### src/rtl/dac_ctrl_pkg.sv
package dac_ctrl_pkg;
    localparam int CODE_W = 10;
    localparam int BYTE_W = 8;
    localparam int HI_W   = CODE_W - BYTE_W;

    // bit positions inside the control byte (decoded here)
    localparam int SY_BIT = 0;
    localparam int SD_BIT = 1;
    localparam int BG_BIT = 2;

    typedef enum logic [1:0] {
        KIND_CTRL = 2'd0,
        KIND_LO   = 2'd1,
        KIND_HI   = 2'd2
    } byte_kind_t;

    typedef enum logic [1:0] {
        ST_IDLE = 2'd0,
        ST_CMD  = 2'd1,
        ST_LOW  = 2'd2
    } seq_state_t;

    typedef struct packed {
        logic bg;
        logic sd;
        logic sy;
    } ctrl_t;
endpackage

### src/rtl/dac_word_seq.sv
module dac_word_seq
    import dac_ctrl_pkg::*;
(
    input  logic              clk,
    input  logic              rst_n,
    input  logic              byte_valid,
    input  logic [1:0]        byte_kind,
    input  logic [BYTE_W-1:0] byte_data,
    input  logic              abort,
    input  logic              clear,
    output ctrl_t             pend_ctrl,
    output logic [CODE_W-1:0] pend_code
);
    seq_state_t        state, state_nx;
    logic [BYTE_W-1:0] lo_hold;
    logic              take;

    assign take = byte_valid && !abort && !clear;

    always_ff @(posedge clk or negedge rst_n) begin
        if (!rst_n) state <= ST_IDLE;
        else        state <= state_nx;
    end

    always_comb begin
        state_nx = state;
        if (clear || abort) begin
            state_nx = ST_IDLE;
        end else if (byte_valid) begin
            if (byte_kind == KIND_CTRL) begin
                state_nx = ST_CMD;
            end else begin
                unique case (state)
                    ST_CMD:  if (byte_kind == KIND_LO) state_nx = ST_LOW;
                    ST_LOW:  if (byte_kind == KIND_HI) state_nx = ST_IDLE;
                    default: state_nx = state;
                endcase
            end
        end
    end

    always_ff @(posedge clk or negedge rst_n) begin
        if (!rst_n) begin
            pend_ctrl <= '0;
            pend_code <= '0;
            lo_hold   <= '0;
        end else if (clear) begin
            pend_ctrl <= '0;
            pend_code <= '0;
            lo_hold   <= '0;
        end else if (take) begin
            if (byte_kind == KIND_CTRL) begin
                pend_ctrl.sy <= byte_data[SY_BIT];
                pend_ctrl.sd <= byte_data[SD_BIT];
                pend_ctrl.bg <= byte_data[BG_BIT];
            end
            if (byte_kind == KIND_LO && state == ST_CMD)
                lo_hold <= byte_data;
            if (byte_kind == KIND_HI && state == ST_LOW)
                pend_code <= {byte_data[HI_W-1:0], lo_hold};
        end
    end
endmodule

### src/rtl/dac_out_latch.sv
module dac_out_latch
    import dac_ctrl_pkg::*;
(
    input  logic              clk,
    input  logic              rst_n,
    input  ctrl_t             pend_ctrl,
    input  logic [CODE_W-1:0] pend_code,
    input  logic              stop_evt,
    input  logic              sync_upd,
    input  logic              clear,
    output logic [CODE_W-1:0] out_code,
    output logic              out_pd,
    output logic              out_ref
);
    logic apply;

    assign apply = (stop_evt && !pend_ctrl.sy) || (sync_upd && pend_ctrl.sy);

    always_ff @(posedge clk or negedge rst_n) begin
        if (!rst_n) begin
            out_code <= '0;
            out_pd   <= 1'b0;
            out_ref  <= 1'b0;
        end else if (clear) begin
            out_code <= '0;
            out_pd   <= 1'b0;
            out_ref  <= 1'b0;
        end else if (apply) begin
            out_code <= pend_code;
            out_pd   <= pend_ctrl.sd;
            out_ref  <= pend_ctrl.bg;
        end
    end
endmodule

### src/rtl/dac_latch_ctrl.sv
module dac_latch_ctrl
    import dac_ctrl_pkg::*;
(
    input  logic              clk,
    input  logic              rst_n,
    input  logic              byte_valid,
    input  logic [1:0]        byte_kind,
    input  logic [BYTE_W-1:0] byte_data,
    input  logic              start_evt,
    input  logic              stop_evt,
    input  logic              sync_ack,
    input  logic              sync_flag,
    output logic [CODE_W-1:0] dac_code,
    output logic              pd_hiz,
    output logic              ref_internal
);
    ctrl_t             pend_ctrl;
    logic [CODE_W-1:0] pend_code;
    logic              clr_all;
    logic              sync_upd;

    assign clr_all  = sync_ack && !sync_flag;
    assign sync_upd = sync_ack && sync_flag;

    dac_word_seq u_seq (
        .clk        (clk),
        .rst_n      (rst_n),
        .byte_valid (byte_valid),
        .byte_kind  (byte_kind),
        .byte_data  (byte_data),
        .abort      (start_evt || stop_evt),
        .clear      (clr_all),
        .pend_ctrl  (pend_ctrl),
        .pend_code  (pend_code)
    );

    dac_out_latch u_out (
        .clk       (clk),
        .rst_n     (rst_n),
        .pend_ctrl (pend_ctrl),
        .pend_code (pend_code),
        .stop_evt  (stop_evt),
        .sync_upd  (sync_upd),
        .clear     (clr_all),
        .out_code  (dac_code),
        .out_pd    (pd_hiz),
        .out_ref   (ref_internal)
    );
endmodule

### config.mk
export PLATFORM = sky130hd
export DESIGN_NAME = dac_latch_ctrl
export DESIGN_NICKNAME = d
export VERILOG_FILES = /design/src/rtl/dac_ctrl_pkg.sv /design/src/rtl/dac_word_seq.sv /design/src/rtl/dac_out_latch.sv /design/src/rtl/dac_latch_ctrl.sv
export SDC_FILE = /design/constraint.sdc
export NUM_CORES = 1
export LEC_CHECK = 0
export ABC_AREA = 1
export BUFFER_PORTS_ARGS = -buffer_cell sky130_fd_sc_hd__buf_2
export CORE_ASPECT_RATIO = 0.75
export CORE_MARGIN = 2
export CORE_UTILIZATION = 47
export DETAILED_ROUTE_END_ITERATION = 6
export MAX_ROUTING_LAYER = met4
export PLACE_DENSITY = 0.69
export RECOVER_POWER = 25
export REMOVE_ABC_BUFFERS = 1
export SYNTH_ARGS = -nofsm -noshare
export SYNTH_HDL_FRONTEND = slang
export SYNTH_SLANG_ARGS = --single-unit
### constraint.sdc
create_clock -name clk -period 1.7 [get_ports clk]
set_clock_uncertainty 0.2 [all_clocks]
set_input_delay 0.255 -clock clk [delete_from_list [all_inputs] [get_ports clk]]
set_output_delay 0.255 -clock clk [all_outputs]
set_load 0.05 [all_outputs]
==> summary.txt <==
Synth
  – Synth Instances: 174
  – Register bit count reported by yosys: 35
  – Synth Cell Area: 1590 µm²
  – Post-synth EDFFs: 0
  – Top-count cell post-synth: nand2_1
  – Register area share after synthesis: 55.1%
  – Syn_area_per_cell: between 9 and 10 µm²
  – Synth cell types: 18
  – Synth Flop Type: dfrtp_1
  – Yosys warnings: 0
  – Yosys top cell area share: between 50 and 60%
  – Top post-synthesis cells by count: 38 x nand2_1, 35 x dfrtp_1, 22 x o21ai_0
  – Synth area leader: dfrtp_1
  – Largest cells by area after synthesis: dfrtp_1 55%, nand2_1 9.0%, o21ai_0 6.9%
  – Async S/R FF share, synth: 100%

Detailed routing
  – Remaining DRCs: 0
  – DR WL/cell: roughly 12 µm
  – Post-route ant nets: 0
  – DRT iter0 DRCs: 66
  – Vias/cell: 4.95
  – Total number of vias: 1212
  – Pre-antenna DRT Iters: 4
  – Final wirelength: 2.85 mm

Critical path
  – Cells on worst reg2reg path: 6
  – Crit-path max FO: 16
  – Worst endpoint data arrival time: 1.56 ns
  – Worst Setup Start Kind: flop
  – Critical Path End Type: flop
  – Critical path required time: 1.70 ns
  – R2R Setup Slk: about 0.14 ns
  – Crit Path Class: reg -> reg

CTS
  – CTS root buffer: clkbuf_8
  – Clock transition at path regs: 0.07 ns
  – CTS Buf Count: 5
  – Clock tree buffer depth: 2
  – Postcts setup bufs: 0
  – H-tree Lvls: 2
  – CTS tree: done
  – Cts repair resizes: 0
  – CTS Sinks: 35
  – Worst skew pair latency: 0.28 ns

Final layout
  – Final instance count without filler cells: about 250
  – Fillers: 288
  – Final instance area: 1850 µm²
  – N_diodes: 0
  – Fraction of layout cells with a size suffix above 1: between 20% and 30%
  – Post-layout net count: 224
  – P&R area growth vs syn: 16.6%

STA
  – Slew margin rel.: between 40% and 50%
  – RSZ-0062 raised after global routing: no
  – Final hold violation count: 0
  – Setup TNS: 0 ns
  – FMAX: 642 MHz
  – Final period util: 91.6%
  – Final Max Tran Viols: 0
  – Slew @ Worst Pin: 0.843 ns
  – Tmin final: about 1.6 ns
  – Final setup fails: 0
  – Setup ws final: 0.142 ns

Power
  – Worst VDD drop: 427 µV
  – Power Density: around 950 nW/µm²
  – Leakage: 0.896 nW

Floorplan
  – DIE AREA: 3870 µm²
  – Die height: 54.4 µm
  – # IOs: 29
  – Die X: 71.2 µm
  – Core area: 3270 µm²
  – Row cnt: 18
  – Initial Utilization: between 40% and 50%

Run status
  – Outcome: finished, final reports clean

Global route
  – First-pass GRT wire length: 4.95 mm
  – Vias in the first global route: ~1200
  – Largest net degree at the start of global routing: 36
  – Gr usage total: approximately 17%
  – GRT overflow: 0
  – Initial antenna violation count: 0

Place
  – Post-detail-place hpwl: 1.99 mm
  – Placed cell area: 1760 µm²
  – Routability cong.: between 0.7 and 0.8
  – Post-place setup slack: 0.149 ns
  – I/O Buffers: 28
  – Cell count after placement: 237

Worst hold path
  – Worst min-delay path category: in -> reg
  – Hold Crit Depth: 3

Flow run
  – Max Cap Viol: 0
## worst max-delay path, cell delays in order (launching register included)
cell and delay, ns:
dfrtp_1 0.40, inv_1 0.07, ha_1 0.16, nand3_1 0.12
nor2_4 0.29, nand3_1 0.13, o21ai_0 0.10
## cell usage in the layout (no fill, tap or decap), drive strengths merged
cell | synthesis | routed
a21oi | 14 | 14
buf | 8 | 30
clkbuf | 0 | 7
clkinv | 0 | 1
dfrtp | 35 | 35
dlygate4sd3 | 0 | 1
ha | 2 | 2
inv | 14 | 14
nand2 | 38 | 38
nand3 | 19 | 19
nor2 | 22 | 22
o21ai | 22 | 22
## routing by layer
| metal | up-vias | wire [µm] | share of wire, % | track usage (%) |
|---|---|---|---|---|
| met5 | - | 0 | 0 | - |
| met4 | 0 | 14 | 0.49 | 7.55 |
| met3 | 2 | 143 | 5.0 | 5.16 |
| met2 | 29 | 1380 | 48 | 28.2 |
| met1 | 555 | 1310 | 46 | 20.7 |
| li1 | 626 | - | - | - |
## final cells by class
class                   instances  area, µm²  share of cell area, %
clock inverters                 1       5.00                  0.270
inverters                      14       55.1                   2.97
well taps                      40       50.0                   2.70
clock buffers                   6       82.6                   4.45
repair buffers                 32        195                   10.5
multi-input cells             117        591                   31.8
flip-flops and latches         35        876                   47.2
## flip-flops by register name, summed over array words and instances, names as in the netlist
name	flops
u_seq.pend_ctrl	3
u_out.out_pd	1
u_seq.lo_hold	8
u_out.out_code	10
u_seq.state	2
u_seq.pend_code	10
u_out.out_ref	1
## power by group
part / leakage (nW) / switching (mW) / internal (mW)
combinational: 0.375 / 0.213 / 0.0742
sequential: 0.474 / 0.0151 / 0.866
clock: 0.0470 / 0.282 / 0.317
total: 0.896 / 0.510 / 1.26
## path summary, 6_finish.rpt
check,to,from
worst max-delay path,u_seq.lo_hold[5],u_seq.state[1]
worst min-delay path,u_seq.lo_hold[3],byte_data[3]
worst max register to register,u_seq.lo_hold[5],u_seq.state[1]
worst min register to register,u_out.out_code[6],u_out.out_code[6]
max in group asynchronous,u_out.out_code[5],rst_n
min in group asynchronous,u_seq.pend_ctrl[0],rst_n
## timing repair
| action | CTS | global route |
|---|---|---|
| hold endpoints to repair | 35 | 0 |
| endpoints found under the setup margin | 0 | 0 |
| hold buffers | 1 | 0 |
## cell families (layout without fill, tap and decap cells)
kind of cell    count (synthesis)  after routing  share of synthesized area, %
simple gates                   79             79                          22.3
compound gates                 36             36                          13.2
flops                          35             35                          55.1
buf+inv                        22             53                          7.79
fa+ha+maj                       2              2                          1.57
## through the flow
| step | hold slack, ns | util (%) | power, mW |
|---|---|---|---|
| final | 0.00607 | 56.8 | 1.77 |
| after global routing | 0.0209 | 56.8 | 1.85 |
| after CTS | 0.00966 | 56.9 | 1.79 |
| after detailed placement | 0.116 | 53.9 | 1.19 |
| after global placement | 0.109 | 53.9 | 1.18 |
| after floorplan | -0.241 | - | 1.09 |
No activity file was read; power rests on OpenSTA's default activity.
